$ cat src/rtl/ext_irq_pkg.sv
package ext_irq_pkg;
    parameter int IRQ_N  = 8;
    parameter int KEY_N  = 16;
    parameter int WAKE_N = 8;
    parameter int SEL_W  = 2;
    parameter int ADDR_W = 3;
    parameter int DATA_W = 16;

    localparam int KEY_HALF = KEY_N / 2;
    localparam int LINE_KEY_LO = 6;
    localparam int LINE_KEY_HI = 7;

    typedef enum logic [SEL_W-1:0] {
        SENSE_LOW  = 2'b00,
        SENSE_FALL = 2'b01,
        SENSE_RISE = 2'b10,
        SENSE_BOTH = 2'b11
    } sense_e;

    localparam logic [ADDR_W-1:0] A_SENSE = 3'd0;
    localparam logic [ADDR_W-1:0] A_CTRL  = 3'd1;
    localparam logic [ADDR_W-1:0] A_FLAG  = 3'd2;
    localparam logic [ADDR_W-1:0] A_KMASK = 3'd3;
    localparam logic [ADDR_W-1:0] A_WMASK = 3'd4;

    // Lines allowed to wake the device from standby
    localparam logic [IRQ_N-1:0] WAKE_LINES = 8'b1100_0111;

    typedef struct packed {
        logic [IRQ_N*SEL_W-1:0] sense;
        logic [IRQ_N-1:0]       en;
        logic                   nmi_rise;
        logic [KEY_N-1:0]       kmask;
        logic [WAKE_N-1:0]      wmask;
        logic                   nmi_prev;
        logic                   nmi_pulse;
    } ctl_t;
endpackage

$ cat src/rtl/ext_irq_sync.sv
module ext_irq_sync #(
    parameter int          W       = 8,
    parameter int          STAGES  = 2,
    parameter logic        RST_VAL = 1'b1
) (
    input  logic         clk,
    input  logic         rst_n,
    input  logic [W-1:0] din,
    output logic [W-1:0] dout
);
    logic [W-1:0] stg_q [STAGES];

    always_ff @(posedge clk or negedge rst_n) begin
        if (!rst_n) begin
            for (int i = 0; i < STAGES; i++) stg_q[i] <= {W{RST_VAL}};
        end else begin
            stg_q[0] <= din;
            for (int i = 1; i < STAGES; i++) stg_q[i] <= stg_q[i-1];
        end
    end

    assign dout = stg_q[STAGES-1];
endmodule

$ cat src/rtl/ext_irq_line.sv
module ext_irq_line
    import ext_irq_pkg::*;
(
    input  logic             clk,
    input  logic             rst_n,
    input  logic             src_i,
    input  logic [SEL_W-1:0] sense_i,
    input  logic             clr_i,
    input  logic             en_i,
    output logic             flag_o,
    output logic             req_o
);
    typedef struct packed {
        logic prev;
        logic flag;
    } line_t;

    line_t st_d, st_q;
    logic  hit;

    always_comb begin
        unique case (sense_e'(sense_i))
            SENSE_LOW:  hit = !src_i;
            SENSE_FALL: hit = st_q.prev && !src_i;
            SENSE_RISE: hit = !st_q.prev && src_i;
            default:    hit = st_q.prev != src_i;
        endcase
        st_d.prev = src_i;
        // a set in the same cycle as a clear wins
        st_d.flag = hit || (st_q.flag && !clr_i);
    end

    always_ff @(posedge clk or negedge rst_n) begin
        if (!rst_n) begin
            st_q.prev <= 1'b1;
            st_q.flag <= 1'b0;
        end else begin
            st_q <= st_d;
        end
    end

    assign flag_o = st_q.flag;
    assign req_o  = st_q.flag && en_i;
endmodule

$ cat src/rtl/ext_irq_detect.sv
module ext_irq_detect
    import ext_irq_pkg::*;
#(
    parameter int SYNC_STAGES = 2
) (
    input  logic              clk,
    input  logic              rst_n,
    input  logic              reg_we,
    input  logic [ADDR_W-1:0] reg_addr,
    input  logic [DATA_W-1:0] reg_wdata,
    output logic [DATA_W-1:0] reg_rdata,
    input  logic [IRQ_N-1:0]  irq_pin,
    input  logic              nmi_pin,
    input  logic [KEY_N-1:0]  key_pin,
    input  logic [WAKE_N-1:0] wake_pin,
    output logic [IRQ_N-1:0]  irq_req,
    output logic              nmi_req,
    output logic              wake_o
);
    ctl_t st_d, st_q;

    logic [IRQ_N-1:0]  irq_s;
    logic              nmi_s;
    logic [KEY_N-1:0]  key_s;
    logic [WAKE_N-1:0] wake_s;
    logic [IRQ_N-1:0]  src_w;
    logic [IRQ_N-1:0]  clr_w;
    logic [IRQ_N-1:0]  flag_w;

    ext_irq_sync #(.W(IRQ_N),  .STAGES(SYNC_STAGES), .RST_VAL(1'b1)) u_sync_irq (
        .clk(clk), .rst_n(rst_n), .din(irq_pin), .dout(irq_s));
    ext_irq_sync #(.W(1),      .STAGES(SYNC_STAGES), .RST_VAL(1'b1)) u_sync_nmi (
        .clk(clk), .rst_n(rst_n), .din(nmi_pin), .dout(nmi_s));
    ext_irq_sync #(.W(KEY_N),  .STAGES(SYNC_STAGES), .RST_VAL(1'b0)) u_sync_key (
        .clk(clk), .rst_n(rst_n), .din(key_pin), .dout(key_s));
    ext_irq_sync #(.W(WAKE_N), .STAGES(SYNC_STAGES), .RST_VAL(1'b0)) u_sync_wake (
        .clk(clk), .rst_n(rst_n), .din(wake_pin), .dout(wake_s));

    // Shared sources: any unmasked high group line pulls the line low
    always_comb begin
        src_w = irq_s;
        src_w[LINE_KEY_LO] = irq_s[LINE_KEY_LO]
                           && !(|(key_s[KEY_HALF-1:0] & ~st_q.kmask[KEY_HALF-1:0]));
        src_w[LINE_KEY_HI] = irq_s[LINE_KEY_HI]
                           && !(|(key_s[KEY_N-1:KEY_HALF] & ~st_q.kmask[KEY_N-1:KEY_HALF]))
                           && !(|(wake_s & ~st_q.wmask));
    end

    assign clr_w = (reg_we && reg_addr == A_FLAG) ? reg_wdata[IRQ_N-1:0] : '0;

    for (genvar i = 0; i < IRQ_N; i++) begin : g_line
        ext_irq_line u_line (
            .clk    (clk),
            .rst_n  (rst_n),
            .src_i  (src_w[i]),
            .sense_i(st_q.sense[i*SEL_W +: SEL_W]),
            .clr_i  (clr_w[i]),
            .en_i   (st_q.en[i]),
            .flag_o (flag_w[i]),
            .req_o  (irq_req[i])
        );
    end

    always_comb begin
        st_d = st_q;
        if (reg_we) begin
            unique case (reg_addr)
                A_SENSE: st_d.sense = reg_wdata[IRQ_N*SEL_W-1:0];
                A_CTRL: begin
                    st_d.en       = reg_wdata[IRQ_N-1:0];
                    st_d.nmi_rise = reg_wdata[IRQ_N];
                end
                A_KMASK: st_d.kmask = reg_wdata[KEY_N-1:0];
                A_WMASK: st_d.wmask = reg_wdata[WAKE_N-1:0];
                default: ;
            endcase
        end
        st_d.nmi_prev  = nmi_s;
        st_d.nmi_pulse = st_q.nmi_rise ? (nmi_s && !st_q.nmi_prev)
                                       : (!nmi_s && st_q.nmi_prev);
    end

    always_ff @(posedge clk or negedge rst_n) begin
        if (!rst_n) begin
            st_q.sense     <= '0;
            st_q.en        <= '0;
            st_q.nmi_rise  <= 1'b0;
            st_q.kmask     <= '1;
            st_q.wmask     <= '1;
            st_q.nmi_prev  <= 1'b1;
            st_q.nmi_pulse <= 1'b0;
        end else begin
            st_q <= st_d;
        end
    end

    always_comb begin
        reg_rdata = '0;
        unique case (reg_addr)
            A_SENSE: reg_rdata[IRQ_N*SEL_W-1:0] = st_q.sense;
            A_CTRL: begin
                reg_rdata[IRQ_N-1:0] = st_q.en;
                reg_rdata[IRQ_N]     = st_q.nmi_rise;
            end
            A_FLAG:  reg_rdata[IRQ_N-1:0]  = flag_w;
            A_KMASK: reg_rdata[KEY_N-1:0]  = st_q.kmask;
            A_WMASK: reg_rdata[WAKE_N-1:0] = st_q.wmask;
            default: ;
        endcase
    end

    assign nmi_req = st_q.nmi_pulse;
    assign wake_o  = st_q.nmi_pulse || (|(irq_req & WAKE_LINES));
endmodule

$ cat config.mk
export PLATFORM = sky130hd
export DESIGN_NAME = ext_irq_detect
export DESIGN_NICKNAME = d
export VERILOG_FILES = /design/src/rtl/ext_irq_pkg.sv /design/src/rtl/ext_irq_sync.sv /design/src/rtl/ext_irq_line.sv /design/src/rtl/ext_irq_detect.sv
export SDC_FILE = /design/constraint.sdc
export NUM_CORES = 1
export LEC_CHECK = 0
export BUFFER_PORTS_ARGS = -buffer_cell sky130_fd_sc_hd__buf_2
export CAP_MARGIN = 0
export CELL_PAD_IN_SITES_DETAIL_PLACEMENT = 1
export CELL_PAD_IN_SITES_GLOBAL_PLACEMENT = 2
export CORE_MARGIN = 2
export CORE_UTILIZATION = 44
export CTS_BUF_LIST = sky130_fd_sc_hd__clkbuf_2
export CTS_CLUSTER_SIZE = 16
export DETAILED_ROUTE_END_ITERATION = 10
export PLACE_DENSITY = 0.95
export RECOVER_POWER = 100
export SYNTH_ARGS = -nofsm -noshare
export SYNTH_HDL_FRONTEND = slang
export SYNTH_HIERARCHICAL = 1
export SYNTH_SLANG_ARGS = --single-unit
$ cat constraint.sdc
create_clock -name clk -period 5 [get_ports clk]
set_clock_uncertainty 0.15 [all_clocks]
set_input_delay 0.75 -clock clk [delete_from_list [all_inputs] [get_ports clk]]
set_output_delay 0.75 -clock clk [all_outputs]
set_load 0.005 [all_outputs]
After elaboration in Yosys (flattened, before gate mapping):

Index checks and enable logic that the tools add are counted.

* magnitude comparators: 0
* shift-type cells: 0
* muxes and demuxes: 13
* divide/modulo/power cells: 0
* add/sub/neg operators: 0
* eq/ne operators: 28
* reductions and logical operators: 93
* bitwise operators: 6
* multiply operators: 0

Operators with widths (number)
* 8-bit case mux with 5 select lines: 1
* 1-bit logical AND: 38
* 1-bit logical NOT: 29
* 1-bit case mux with 3 select lines: 9
* 8-bit AND: 3
* 8-bit NOT: 3
* 8-bit OR reduction: 3
* 2-bit by 1-bit equality test with 1-bit output, second input constant: 8
* 2-bit equality test, second input constant: 8
* 2-bit logical NOT: 8
* 7-bit case mux with 2 select lines: 1
* 1-bit logical OR: 9
* 8-bit two-way mux: 1
* 1-bit inequality test: 8
* 2-bit AND reduction: 4
* 3-bit by 2-bit equality test with 1-bit output, second input constant: 2
* 5-bit OR reduction: 1
* 3-bit by 1-bit equality test with 1-bit output, second input constant: 1
* 3-bit equality test, second input constant: 1
* 3-bit logical NOT: 1
* 1-bit two-way mux: 1

* input port bits: 55
* register bits: 133
* word-level logic and storage cells: 171
* latch bits: 0
* bits in read-only memories: 0
* memory bits (writable): 0
* memories: 0
* output and inout bits: 26

Logic depth before layout (Yosys ltp):

* word-level depth: 10
* depth in mapped cells: 10
* gate-level depth less buffers: 9

Hierarchy:

Netlist, hierarchy kept.

By module, submodules not included
* ext_irq_detect: cells each 233, area each 2726.4 µm², sequential area each 1307.5 µm², times used 1
* ext_irq_line: cells each 12, area each 132.6 µm², sequential area each 51.3 µm², times used 8
* ext_irq_sync (u_sync_key): cells each 48, area each 920.9 µm², sequential area each 800.8 µm², times used 1
* ext_irq_sync (u_sync_irq): cells each 24, area each 480.5 µm², sequential area each 420.4 µm², times used 1
* ext_irq_sync (u_sync_wake): cells each 24, area each 460.4 µm², sequential area each 400.4 µm², times used 1
* ext_irq_sync (u_sync_nmi): cells each 2, area each 52.6 µm², sequential area each 52.6 µm², times used 1

Least setup slack after synthesis:

Ideal clock, no wire load.

* kind: input to output
* start point: in reg_addr[1]
* end point: out reg_rdata[10]
* arrival: 1.487 ns
* setup slack: 2.613 ns
* cell stages on the path: 5
* buffers on the path: 2
* data required time: 4.100 ns
* path through: buf_2 -> and2_1 -> clkbuf_1 -> a22oi_1 -> nor2_1

* longest elaborated chain between the ends: 2
* elaborated cells on any way between the ends: 3
* classes of those cells: eq/ne: 1; mux: 1; reduce/logical: 1

RTL lines
* start, declared: RTL line ext_irq_detect.sv:9 `input logic [ADDR_W-1:0] reg_addr,`
* 3-bit by 2-bit equality test with 1-bit output or 3-bit logical NOT (tied branches): RTL line ext_irq_detect.sv:99 `unique case (reg_addr)`
* 7-bit case mux with 2 select lines *: RTL line ext_irq_detect.sv:99
* end, declared: RTL line ext_irq_detect.sv:11 `output logic [DATA_W-1:0] reg_rdata,`

Every way passes the cells marked *; elsewhere a longest branch is shown, timed or not.

Final worst setup path:

* start point: in reg_addr[1]
* end point: out reg_rdata[8]

* longest elaborated chain between the ends: 2
* elaborated cells on any way between the ends: 4
* classes of those cells: eq/ne: 2; mux: 1; reduce/logical: 1

RTL lines (RTL line)
* 3-bit by 2-bit equality test with 1-bit output, or another cell as far along: ext_irq_detect.sv:99
* 1-bit case mux with 3 select lines *: ext_irq_detect.sv:99

Marked as above.

==> impl_metrics.toml <==
[sta]
rsz0062_at_grt = "false"
setup_viol_count_final = 0
finalCritPeriodShare_pct = 71.1
finalHoldViolations = 0
drv_slew = 56
relSlewSlack_pct = -90.9
period_needed_ps = 3560
setup_tns_ps = 0
fmax_mhz = 281
setup_ws_ps = 1440
worstMarginPinSlew_ps = 2860

[routing]
remaining_drc_errors = 0
routedWlPerCell_um = 17.9
first_iter_violations = 119
drt-total-wl_mm = 12.6
ant_nets = 0
vias = 3438
dr.pass1.iters = 4
via_per_inst = 4.89

[critical_path]
r2r_end = "g_line[7].u_line/flag_o"
crit_type = "in2out"
worstReg2RegStart = "st_q[3]"
critPathLaunchType = "primary input"
crit_chain = "clkbuf_1 > nor2_1 > a22oi_1 > nor2_1 > clkbuf_1"
crit_family = "buffers and inverters"
critPathMaxStageDelay_ps = 830
r2r_slack_ps = 2370
path_buf_inv = 2
arrival_ps = 2660
cp.required_ps = 4100
crit_path_end_kind = "output pin"
cp_slowest_cell = "clkbuf_1"
r2r_cells = 6
crit_fanout = 22

[grt]
grt_max_degree = 56
grt_util_all_layers_pct = 19.9
antenna_found_initial = 0
grt_pass1_wl_mm = 20.8
grt_pass1_vias = 3940
grt_overflow_total = 0

[yosys]
synth_area_leader_cell = "dfrtp_1"
netlist_instances = 427
synthTopCellsByArea = "dfrtp_1, dfstp_2, mux2_2"
yosys.area.top_type_share_pct = 36.0
syn_area_per_cell_sq_um = 13.4
ys_warn_count = 6
synth_nets = 498
synth-edff-count = 0
syn-cell-area_sq_mm = 0.00570
synth-seq-cells = 133
ys.flop_type = "dfrtp_1"
synth_cell_types = 36
synth-async-reset-ratio_pct = 100
yosysSeqAreaShare_pct = 59.5

[power_and_ir_drop]
finalPower_mw = 2.31
p_leak_nw = 2.98
power_density_mw_per_mm2 = 357
ir_drop_mv = 0.190

[hold_path]
holdCritPathClass = "in2reg"
holdPathStages = 2
worstHoldStart = "reg_wdata[10]"
whs_endpoint = "st_q[45]"

[placement]
pre_cts_slack_ps = 1660
hpwl_mm = 8.85
port_buffers = 80
place.gp.congestion = 0.837

[clock_tree]
cts_resized = 0
clock_latency_ps = 690
cts_root_buffer = "clkbuf_2"
cts_made_buffers = 17
post_cts_buffers = 0
cts_hold_buffers = 34
htreeDepth = 4
cts_tree = "yes"
cts_sinks = 133
cts_buffer_depth = 2
clk_pin_slew_ps = 190

[cells_and_area]
diodes = 0
final_net_count = 589
syn_to_final_growth_pct = 13.5
drive_gt1_share_pct = 34.7

[die]
die_h_um = 118
dieArea_sq_mm = 0.0139
coreArea_sq_mm = 0.0126
ios = 81
row_count = 41
dieWidth_um = 118
initial_core_util_pct = 45.2

[run_status]
status = "complete, but fails checks"
failed_checks = "max-capacitance violations, max-slew violations"

[flow_run]
maxCapViolCount = 1
## through the flow
| stage | instances | utilization [%] | area (sq um) | hold slack, ps |
|---|---|---|---|---|
| floorplan | 427 | - | 5700 | 181 |
| global placement | 637 | 47.7 | 6010 | 183 |
| detailed placement | 637 | 47.7 | 6010 | 186 |
| CTS | 703 | 52.0 | 6560 | 55.6 |
| global route | 703 | 51.3 | 6470 | 36.1 |
| finish | 703 | 51.3 | 6470 | 134 |
## power breakdown
part           leakage [nW]  switching (mW)  internal (mW)  total, mW
combinational          1.36           0.170          0.201      0.371
clock                 0.137           0.377          0.218      0.595
sequential             1.48           0.108           1.24       1.35
total                  2.98           0.655           1.66       2.31
## area by class of cell
type / instances / area [sq um]
clock buffers: 18 / 90.1
clock inverters: 14 / 118
fillers: 1365 / 6150
inverters: 64 / 240
multi-input cells: 186 / 1680
flip-flops and latches: 133 / 3390
well taps: 172 / 215
repair buffers: 116 / 733
## per-layer routing
metal  track usage [%]  wire [um]  part of all wire [%]  up-vias
met3              5.91        604                   4.8       16
li1                  -          -                     -     1566
met4              7.23        235                   1.9        0
met2              33.4       6350                    50       94
met1              24.3       5400                    43     1762
met5                 0          0                     0        -
## placed cells by master, fill, tap and decap left out, types with 2 or more instances in the layout
master / netlist / layout
nand2_1: 4 / 4
inv_1: 64 / 64
clkbuf_2: 0 / 21
o21ai_2: 8 / 6
clkinv_2: 0 / 7
buf_2: 5 / 59
nand3_1: 1 / 2
and2_0: 0 / 14
mux4_2: 8 / 8
dfstp_2: 51 / 42
buf_4: 32 / 2
nor4_1: 2 / 2
o21ai_0: 5 / 7
mux2_1: 0 / 12
nor2b_1: 1 / 2
a21oi_1: 7 / 7
nand2b_1: 2 / 2
a22oi_1: 8 / 8
mux2_2: 35 / 35
nor2_1: 18 / 18
clkinv_1: 0 / 4
mux2i_1: 14 / 14
clkbuf_1: 3 / 18
dfstp_1: 0 / 9
o22ai_1: 13 / 13
bufinv_16: 0 / 2
and3_1: 1 / 2
dlygate4sd3_1: 0 / 34
and2_1: 18 / 4
ha_1: 16 / 16
a222oi_1: 2 / 2
dfrtp_1: 82 / 82
## logic make-up after synthesis
kind of cell | count (synthesis) | synth area share, %
AO/OA/AOI/OAI | 46 | 5.62
multiplexers | 71 | 16.4
flip-flops | 133 | 59.5
buffers and inverters | 108 | 9.85
AND/OR/NAND/NOR | 53 | 5.11
adder cells (fa/ha/maj) | 16 | 3.51
## worst max-delay path by stage
stage	cells past startpoint	slack, ps	to	start
after CTS	5	1830	reg_rdata[8]	reg_addr[1]
after global placement	4	1800	st_q[50]	reg_addr[1]
after detailed placement	4	1660	st_q[50]	reg_addr[1]
final	5	1440	reg_rdata[8]	reg_addr[1]
after global routing	3	1190	u_sync_key/stg_q[25]	rst_n
after floorplan	5	2610	reg_rdata[10]	reg_addr[1]
## cell usage after synthesis (all sizes together), types with 2 or more instances
master   n
a21oi    7
a222oi   2
a22oi    8
and2    18
and3     2
buf     41
clkbuf   3
dfrtp   82
dfstp   51
ha      16
inv     64
mux2    48
mux2i   14
mux4     9
nand2    4
nand2b   2
nand3    2
nor2    18
nor2b    2
nor4     2
o21ai   13
o22ai   13
## worst register-to-register path, stage by stage, from the launching register on
cell       delay (ps)
dfstp_1           620
o21ai_0           100
a2111oi_0         590
and3_1            320
ha_1              250
mux4_2            480
o21ai_0            90
## flip-flops by register name (all words and copies together), names as in the netlist
name                  count
u_sync_key/dout          16
u_sync_nmi/stg_q          1
g_line.u_line/st_q        8
u_sync_irq/dout           8
nmi_req                   1
g_line.u_line/flag_o      8
u_sync_nmi/dout           1
u_sync_wake/stg_q         8
u_sync_wake/dout          8
u_sync_irq/stg_q          8
st_q                     50
u_sync_key/stg_q         16
(Power assumes the default switching activity.)
